File: src/rtl/flagchk_pkg.sv
package flagchk_pkg;

  // Bit positions of the exception flags within a 6-bit flag set
  typedef enum int {
    FLG_INVALID  = 0,
    FLG_DENORM   = 1,
    FLG_DIVZERO  = 2,
    FLG_OVERFLOW = 3,
    FLG_UNDERFL  = 4,
    FLG_INEXACT  = 5
  } flag_pos_e;

  // Outcome of one evaluated request
  typedef struct packed {
    logic taken;
    logic fault;
    logic tb_trap;
    logic uia_trap;
  } evt_t;

endpackage

File: src/rtl/flagchk_cond.sv
module flagchk_cond #(
  parameter int FLAG_W     = 6,
  parameter int NUM_FIELDS = 4,
  localparam int SEL_W     = (NUM_FIELDS > 1) ? $clog2(NUM_FIELDS) : 1
) (
  input  logic [SEL_W-1:0]             field_sel,
  input  logic [NUM_FIELDS*FLAG_W-1:0] field_flags,
  input  logic [FLAG_W-1:0]            trap_disable,
  output logic [FLAG_W-1:0]            sel_flags,
  output logic                         trap_hit,
  output logic                         new_hit,
  output logic                         cond_hit
);

  logic [FLAG_W-1:0] fset [NUM_FIELDS];

  for (genvar g = 0; g < NUM_FIELDS; g++) begin : g_unpack
    assign fset[g] = field_flags[g*FLAG_W +: FLAG_W];
  end

  // Any chosen flag whose trap is not disabled
  function automatic logic enabled_any(input logic [FLAG_W-1:0] f,
                                       input logic [FLAG_W-1:0] dis);
    return |(f & ~dis);
  endfunction

  // Any chosen flag not yet recorded in the base field
  function automatic logic unseen_any(input logic [FLAG_W-1:0] f,
                                      input logic [FLAG_W-1:0] base);
    return |(f & ~base);
  endfunction

  always_comb begin
    sel_flags = '0;
    for (int i = 0; i < NUM_FIELDS; i++) begin
      if (SEL_W'(i) == field_sel) sel_flags = fset[i];
    end
  end

  assign trap_hit = enabled_any(sel_flags, trap_disable);
  assign new_hit  = unseen_any(sel_flags, fset[0]);
  assign cond_hit = trap_hit | new_hit;

endmodule

File: src/rtl/flagchk_target.sv
module flagchk_target #(
  parameter int              ADDR_W   = 64,
  parameter int              DISP_W   = 21,
  parameter int              ALIGN_SH = 4,
  parameter logic [ADDR_W-1:0] VA_MASK = {3'b000, {(ADDR_W-3-48){1'b1}}, 48'h0},
  parameter logic [ADDR_W-1:0] PA_MASK = {1'b0, {(ADDR_W-1-50){1'b1}}, 50'h0},
  localparam int             OFF_W    = DISP_W + ALIGN_SH
) (
  input  logic [ADDR_W-1:0] cur_addr,
  input  logic [DISP_W-1:0] disp,
  input  logic              xlate_en,
  output logic [ADDR_W-1:0] target,
  output logic              va_bad,
  output logic              pa_bad,
  output logic              unimpl
);

  // Displacement in bytes, sign-extended from OFF_W bits to the address width
  function automatic logic [ADDR_W-1:0] bundle_offset(input logic [DISP_W-1:0] d);
    logic [OFF_W-1:0] raw;
    raw = {d, {ALIGN_SH{1'b0}}};
    return {{(ADDR_W-OFF_W){raw[OFF_W-1]}}, raw};
  endfunction

  function automatic logic outside(input logic [ADDR_W-1:0] a,
                                   input logic [ADDR_W-1:0] m);
    return |(a & m);
  endfunction

  assign target = cur_addr + bundle_offset(disp);
  assign va_bad = outside(target, VA_MASK);
  assign pa_bad = outside(target, PA_MASK);
  assign unimpl = xlate_en ? va_bad : pa_bad;

endmodule

File: src/rtl/flagchk_resolve.sv
module flagchk_resolve
  import flagchk_pkg::*;
(
  input  logic qual_pred,
  input  logic cond_hit,
  input  logic branch_impl,
  input  logic taken_trap_en,
  input  logic uaddr_fault_ok,
  input  logic tgt_unimpl,
  output evt_t evt
);

  always_comb begin
    evt = '0;
    if (qual_pred && cond_hit) begin
      if (branch_impl) begin
        evt.taken    = 1'b1;
        evt.tb_trap  = taken_trap_en;
        evt.uia_trap = !uaddr_fault_ok && tgt_unimpl;
      end else begin
        evt.fault    = 1'b1;
      end
    end
  end

endmodule

File: src/rtl/flagchk_branch.sv
module flagchk_branch
  import flagchk_pkg::*;
#(
  parameter int                ADDR_W     = 64,
  parameter int                DISP_W     = 21,
  parameter int                ALIGN_SH   = 4,
  parameter int                FLAG_W     = 6,
  parameter int                NUM_FIELDS = 4,
  parameter int                IIM_W      = 64,
  parameter logic [ADDR_W-1:0] VA_IMPL_MASK = {3'b000, {(ADDR_W-3-48){1'b1}}, 48'h0},
  parameter logic [ADDR_W-1:0] PA_IMPL_MASK = {1'b0, {(ADDR_W-1-50){1'b1}}, 50'h0},
  localparam int               SEL_W      = (NUM_FIELDS > 1) ? $clog2(NUM_FIELDS) : 1
) (
  input  logic                         clk,
  input  logic                         rst,
  input  logic                         req_valid,
  input  logic                         qual_pred,
  input  logic [SEL_W-1:0]             field_sel,
  input  logic [NUM_FIELDS*FLAG_W-1:0] field_flags,
  input  logic [FLAG_W-1:0]            trap_disable,
  input  logic [ADDR_W-1:0]            cur_addr,
  input  logic [DISP_W-1:0]            disp,
  input  logic                         branch_impl,
  input  logic                         taken_trap_en,
  input  logic                         xlate_en,
  input  logic                         uaddr_fault_ok,
  output logic                         out_valid,
  output logic                         br_taken,
  output logic [ADDR_W-1:0]            br_target,
  output logic                         taken_trap,
  output logic                         spec_fault,
  output logic [IIM_W-1:0]             iim_val,
  output logic                         uaddr_trap
);

  // Named internal events, visible to the bound checker
  logic [FLAG_W-1:0] sel_flags;
  logic              trap_hit;
  logic              new_hit;
  logic              cond_hit;
  logic [ADDR_W-1:0] next_target;
  logic              va_bad;
  logic              pa_bad;
  logic              tgt_unimpl;
  evt_t              evt;

  function automatic logic [IIM_W-1:0] iim_of(input logic [DISP_W-1:0] d);
    return {{(IIM_W-DISP_W){1'b0}}, d};
  endfunction

  flagchk_cond #(
    .FLAG_W    (FLAG_W),
    .NUM_FIELDS(NUM_FIELDS)
  ) u_cond (
    .field_sel   (field_sel),
    .field_flags (field_flags),
    .trap_disable(trap_disable),
    .sel_flags   (sel_flags),
    .trap_hit    (trap_hit),
    .new_hit     (new_hit),
    .cond_hit    (cond_hit)
  );

  flagchk_target #(
    .ADDR_W  (ADDR_W),
    .DISP_W  (DISP_W),
    .ALIGN_SH(ALIGN_SH),
    .VA_MASK (VA_IMPL_MASK),
    .PA_MASK (PA_IMPL_MASK)
  ) u_target (
    .cur_addr(cur_addr),
    .disp    (disp),
    .xlate_en(xlate_en),
    .target  (next_target),
    .va_bad  (va_bad),
    .pa_bad  (pa_bad),
    .unimpl  (tgt_unimpl)
  );

  flagchk_resolve u_resolve (
    .qual_pred     (qual_pred),
    .cond_hit      (cond_hit),
    .branch_impl   (branch_impl),
    .taken_trap_en (taken_trap_en),
    .uaddr_fault_ok(uaddr_fault_ok),
    .tgt_unimpl    (tgt_unimpl),
    .evt           (evt)
  );

  // Single result stage; every output is zero outside the valid pulse
  always_ff @(posedge clk) begin
    if (rst) begin
      out_valid  <= 1'b0;
      br_taken   <= 1'b0;
      br_target  <= '0;
      taken_trap <= 1'b0;
      spec_fault <= 1'b0;
      iim_val    <= '0;
      uaddr_trap <= 1'b0;
    end else begin
      out_valid  <= req_valid;
      br_taken   <= req_valid && evt.taken;
      br_target  <= (req_valid && evt.taken) ? next_target : '0;
      taken_trap <= req_valid && evt.tb_trap;
      spec_fault <= req_valid && evt.fault;
      iim_val    <= (req_valid && evt.fault) ? iim_of(disp) : '0;
      uaddr_trap <= req_valid && evt.uia_trap;
    end
  end

endmodule

File: config.mk
export PLATFORM = sky130hd
export DESIGN_NAME = flagchk_branch
export DESIGN_NICKNAME = d
export VERILOG_FILES = /design/src/rtl/flagchk_pkg.sv /design/src/rtl/flagchk_cond.sv /design/src/rtl/flagchk_target.sv /design/src/rtl/flagchk_resolve.sv /design/src/rtl/flagchk_branch.sv
export SDC_FILE = /design/constraint.sdc
export NUM_CORES = 1
export LEC_CHECK = 0
export BUFFER_PORTS_ARGS = -buffer_cell sky130_fd_sc_hd__buf_2
export CAP_MARGIN = 20
export CORE_MARGIN = 1
export CORE_UTILIZATION = 50
export CTS_CLUSTER_DIAMETER = 50
export DETAILED_ROUTE_END_ITERATION = 10
export GPL_TIMING_DRIVEN = 1
export PLACE_DENSITY_LB_ADDON = 0.1
export SYNTH_ARGS = -nofsm -noshare
export SYNTH_HDL_FRONTEND = slang
export SYNTH_SLANG_ARGS = --single-unit
File: constraint.sdc
create_clock -name clk -period 3.3 [get_ports clk]
set_clock_uncertainty 0.1 [all_clocks]
set_input_delay 0.33 -clock clk [delete_from_list [all_inputs] [get_ports clk]]
set_output_delay 0.33 -clock clk [all_outputs]
set_load 0.02 [all_outputs]
# Word level (Yosys, flattened, before mapping)

Index checks and enable logic that the tools add are counted.

Bitwise gates (word level): 7
Equality and inequality tests: 3
Reductions and logical operators: 14
Add/sub/neg operators: 1
Muxes and demuxes: 9

Operator list:

| kind                                                                  | number |
|---|---|
| 64-bit adder                                                          | 1 |
| 13-bit OR reduction                                                   | 2 |
| 6-bit two-way mux                                                     | 4 |
| 6-bit bitwise AND                                                     | 2 |
| 6-bit inverter                                                        | 2 |
| 6-bit OR reduction                                                    | 2 |
| 1-bit logical AND                                                     | 6 |
| 2-bit equality test (first input constant)                            | 2 |
| 4-bit two-way mux                                                     | 1 |
| 2-bit OR reduction                                                    | 2 |
| 1-bit two-way mux                                                     | 3 |
| 1-bit by 2-bit equality test with 1-bit output (first input constant) | 1 |
| 2-bit logical NOT                                                     | 1 |
| 2-bit two-way mux                                                     | 1 |
| 1-bit inverter                                                        | 2 |
| 1-bit logical NOT                                                     | 1 |
| 1-bit OR                                                              | 1 |

Input bits: 125
Output and inout port bits: 133
Flip-flop bits (word level): 133
Logic and storage cells: 42

# Logic depth before layout (Yosys ltp)

Depth after elaboration: 13
Depth in mapped cells: 12
Gate-level depth less buffers: 12

# By module

Synthesis repeated with hierarchy kept, for this count alone.

Cell total of the unflattened synthesis: 883
Area total of the unflattened synthesis: 7528.5 um^2

Modules (own cells, without submodules):

| module          | cells each | seq. area each (um^2) | area an instance (um^2) | times used |
|---|---|---|---|---|
| flagchk_target  | 567        | 0.0                   | 3798.6                  | 1 |
| flagchk_branch  | 253        | 1801.7                | 3250.6                  | 1 |
| flagchk_cond    | 58         | 0.0                   | 444.2                   | 1 |
| flagchk_resolve | 5          | 0.0                   | 35.0                    | 1 |

# Worst setup path after synthesis

OpenSTA, ideal clock, no wires.

Path type: input-to-reg
Start point: input port cur_addr[21]
End point: register uaddr_trap
Stages on the path: 12
Required time: 3066 ps
Path buffers: 1
Setup time: 134 ps
Data arrival time: 2836 ps
Setup slack: 231 ps
Path through: ha_1 > clkbuf_1 > a21oi_1 > o21ai_1 > or4b_1 > o2111ai_1 > a31oi_1 > a31oi_1 > o21ai_1 > xor2_1 > o32ai_1 > a311oi_1

Word-level cells in the longest chain between the ends: 7
Elaborated cells between the ends (all ways): 8
Classes of those cells: 1 x add/sub; 3 x mux; 4 x reduce/logical

RTL lines:

| item                  | line                  | RTL |
|---|---|---|
| from (decl)           | flagchk_branch.sv:21  | `input logic [ADDR_W-1:0] cur_addr,` |
| 64-bit adder (*)      | flagchk_target.sv:30  | `assign target = cur_addr + bundle_offset(disp);` |
| 13-bit OR reduction   | flagchk_target.sv:27  | `return \|(a & m);` |
| 1-bit two-way mux (*) | flagchk_target.sv:33  | `assign unimpl = xlate_en ? va_bad : pa_bad;` |
| 1-bit logical AND (*) | flagchk_resolve.sv:19 | `evt.uia_trap = !uaddr_fault_ok && tgt_unimpl;` |
| 2-bit two-way mux (*) | flagchk_resolve.sv:16 | `if (branch_impl) begin` |
| 4-bit two-way mux (*) | flagchk_resolve.sv:15 | `if (qual_pred && cond_hit) begin` |
| 1-bit logical AND (*) | flagchk_branch.sv:107 | `uaddr_trap <= req_valid && evt.uia_trap;` |
| to (signal assigned)  | flagchk_branch.sv:107 |  |
| to (decl)             | flagchk_branch.sv:33  | `output logic uaddr_trap` |

Every way passes the cells marked *; elsewhere a longest branch is shown, timed or not.
A chain may end at the register's enable or synchronous reset.

# Final worst setup path

Start point: input port disp[20]
End point: register uaddr_trap

Word-level cells in the longest chain between the ends: 7
Elaborated cells between the ends (all ways): 8
Classes of those cells: 1 x add/sub; 3 x mux; 4 x reduce/logical

RTL lines:

| item                  | line                  | RTL |
|---|---|---|
| from (decl)           | flagchk_branch.sv:22  | `input logic [DISP_W-1:0] disp,` |
| 64-bit adder (*)      | flagchk_target.sv:30  |  |
| 13-bit OR reduction   | flagchk_target.sv:27  |  |
| 1-bit two-way mux (*) | flagchk_target.sv:33  |  |
| 1-bit logical AND (*) | flagchk_resolve.sv:19 |  |
| 2-bit two-way mux (*) | flagchk_resolve.sv:16 |  |
| 4-bit two-way mux (*) | flagchk_resolve.sv:15 |  |
| 1-bit logical AND (*) | flagchk_branch.sv:107 |  |

Marks and branches as above.

==> results.md <==
* Worst slew margin at 0.4977
* Full die area at 13450 um^2
* Fmax achieved at 316.3 MHz
* Main synth FF type: dfxtp_1
* H-tree depth at 3
* Placed insts at 1260
* Peak supply drop at 326.9 uV
* Pre-CTS WS at -166.2 ps
* Clock slew at reported path FFs at 70 ps
* Rows at 41
* Starting Density at 0.5149
* Total grt overflow at 0
* Cells along the critical path: buf_2 -> buf_12 -> ha_1 -> and2_1 -> nand3_1 -> nor3_1 -> o21ai_1 -> a211o_1 -> a2111oi_4 -> o21a_2 -> o22ai_1 -> nor4b_2 -> a311oi_1
* Ys Warns at 0
* Worst-Margin Slew at 750.0 ps
* ANT nets after route at 0
* Post-synthesis cell count at 781
* Crit-path leading delay family: compound AO/OA/AOI/OAI gates
* Vias/cell at 5.183
* Min-delay src: rst
* CTS tree: done
* First-pass GRT wire length at 28880 um
* Resize count post-CTS at 0
* I/O Buffers at 214
* Status: completed
* Pins over their slew limit at 0
* Crit Path Category: input pin to register
* Synth unique cells at 74
* GRT Total Usage at 0.2779
* Critical path buffers and inverters at 2
* Antenna fix cells at 0
* Critical Path RT at 3420 ps
* DRC viols at 0
* Cts hold-fix bufs at 0
* Die width at 116.0 um
* Post-DR wirelength/cell at 14.49 um
* IO Pins at 258
* Via count at 6613
* Nature of the critical path endpoint: register
* Unrepaired setup endpoints after global routing: no
* Synth-to-layout area growth at 34.49%
* Area after DPL at 8393 um^2
* Antenna violations before repair at 0
* Num CTS Buffers at 9
* Final setup viols at 0
* Synth top area share at 0.2773
* Pre-Repair DR Iteration Count at 4
* Final design utilization at 0.6924
* Hold Crit Class: input pin to register
* Top cell type by total area after synthesis: dfxtp_1
* Mean post-synth cell area at 8.319 um^2
* Sequential share of the synthesized area at 0.2773
* Worst Hold Depth at 2
* End of the worst hold path: out_valid
* Critical Path AT at 3280 ps
* Largest net degree at the start of global routing at 37
* #FFs+latches synth at 90
* Clock Path Buffers at 2
* Crit path time final at 3161 ps
* Static Leak at 4.482 nW
* Clock sinks at 90
* Post-synth EDFFs at 0
* Fin crit share at 0.9580
* Detailed placer's ending HPWL at 14930 um
* Nets at 1284
* Fraction of registers with async set/reset at 0
* Pwr dens at 400.1 nW/um^2
* Clock root cell: clkbuf_16
* Die Y at 116.0 um
* Ranking of synthesized cells by area: dfxtp_1, ha_1, a21oi_1
* Final GP Congestion at 0.9133
* Final non-filler cell area at 8738 um^2
* Final WS setup at 138.7 ps
* Routed WL at 18490 um
* Drt initial violations at 330
* Fin. Hold Viols at 0
* Max Cap Viol at 0
* Vias in the first global route at 5995
* Mapped Area at 6497 um^2
* Layout cells sized above 1 at 0.3542
* Critical path's slowest cell: a2111oi_4
* Worst setup SP type: input pin
* Fin cells at 1276
* Setup bufs post-CTS at 0
* Core Region at 12620 um^2
* Worst-path maximum fanout at 17
* CP peak stage delay at 410 ps
routing by layer:
layer,up-vias,global-route usage,share of wire
met5,-,0,0
met4,0,0.09915,0.021
met3,32,0.05596,0.057
met2,233,0.4591,0.46
met1,3002,0.3590,0.46
li1,3346,-,-
registers in the layout, indices dropped and copies added, names as in the netlist:
signal      count
uaddr_trap      1
out_valid       1
br_target      64
taken_trap      1
iim_val        21
spec_fault      1
br_taken        1
power breakdown:
part	leakage (nW)	switching (mW)	total [mW]	internal, mW
Sequential	0.729	0.00591	1.12	1.11
Clock	0.160	0.459	1.15	0.692
Combinational	3.59	0.661	1.23	0.565
Total	4.48	1.13	3.50	2.37
layout make-up:
type                    instances  area [um^2]
multi-input cells             644         4294
fillers                      1140         3881
repair buffers                340         2042
flip-flops and latches         90         1802
clock buffers                  10        239.0
well taps                     172        215.2
clock inverters                 6        93.84
inverters                      14        52.55
per-stage QoR:
stage,power [mW],hold slack [ps],TNS [ps]
2_1_floorplan,1.931,302.1,0
3_5_place_dp,2.343,402.3,-190.5
5_1_grt,3.679,34.75,0
4_1_cts,3.498,26.00,0
3_3_place_gp,2.339,403.2,-135.0
6_report,3.496,35.39,0
cells in the final DEF, fill, tap and decap left out, drive strengths merged, types with 7 or more instances in the layout:
master and n:
buf 340, dfxtp 90, nor2 80, a21oi 69, nand2 63, ha 59, conb 43, o21ai 35
and2 31, xor2 30, a21o 27, xnor2 25, nand3 17, inv 17, nand4 16, and3 16
nor3 14, o21bai 13, clkbuf 10, a31oi 9, o211ai 7, o21a 7
cells in the mapped netlist, types with 5 or more instances:
master	count
nor2_1	80
o21a_1	6
o21ai_0	31
a21boi_0	5
nand2b_1	5
a21o_1	24
mux4_2	6
o21bai_1	13
nor3_1	14
a31oi_1	9
and3_1	14
nand4_1	16
nor2b_1	6
o211ai_1	7
xor2_1	30
a21oi_1	67
xnor2_1	25
ha_1	59
and2_1	31
nand2_1	62
inv_1	14
dfxtp_1	90
nand3_1	15
clkbuf_1	23
buf_4	44
worst max path at each step:
stage	to	cells after the start	start
6_report	uaddr_trap	13	disp[20]
5_1_grt	uaddr_trap	13	disp[20]
2_1_floorplan	uaddr_trap	12	cur_addr[21]
3_3_place_gp	uaddr_trap	13	disp[20]
4_1_cts	uaddr_trap	13	disp[20]
3_5_place_dp	uaddr_trap	13	disp[20]
cell families (layout without fill, tap and decap cells):
logic type      count (synthesis)  in the layout  synth area share
fa+ha+maj                      60             60            0.1167
flops                          90             90            0.2773
xor+xnor                       55             55           0.07414
simple gates                  266            266            0.2026
buf+inv                        89            370           0.08800
compound gates                211            211            0.2151
other cells                     1             43         0.0005771
mux                             9              9           0.02561
No activity file was read; power rests on OpenSTA's default activity.
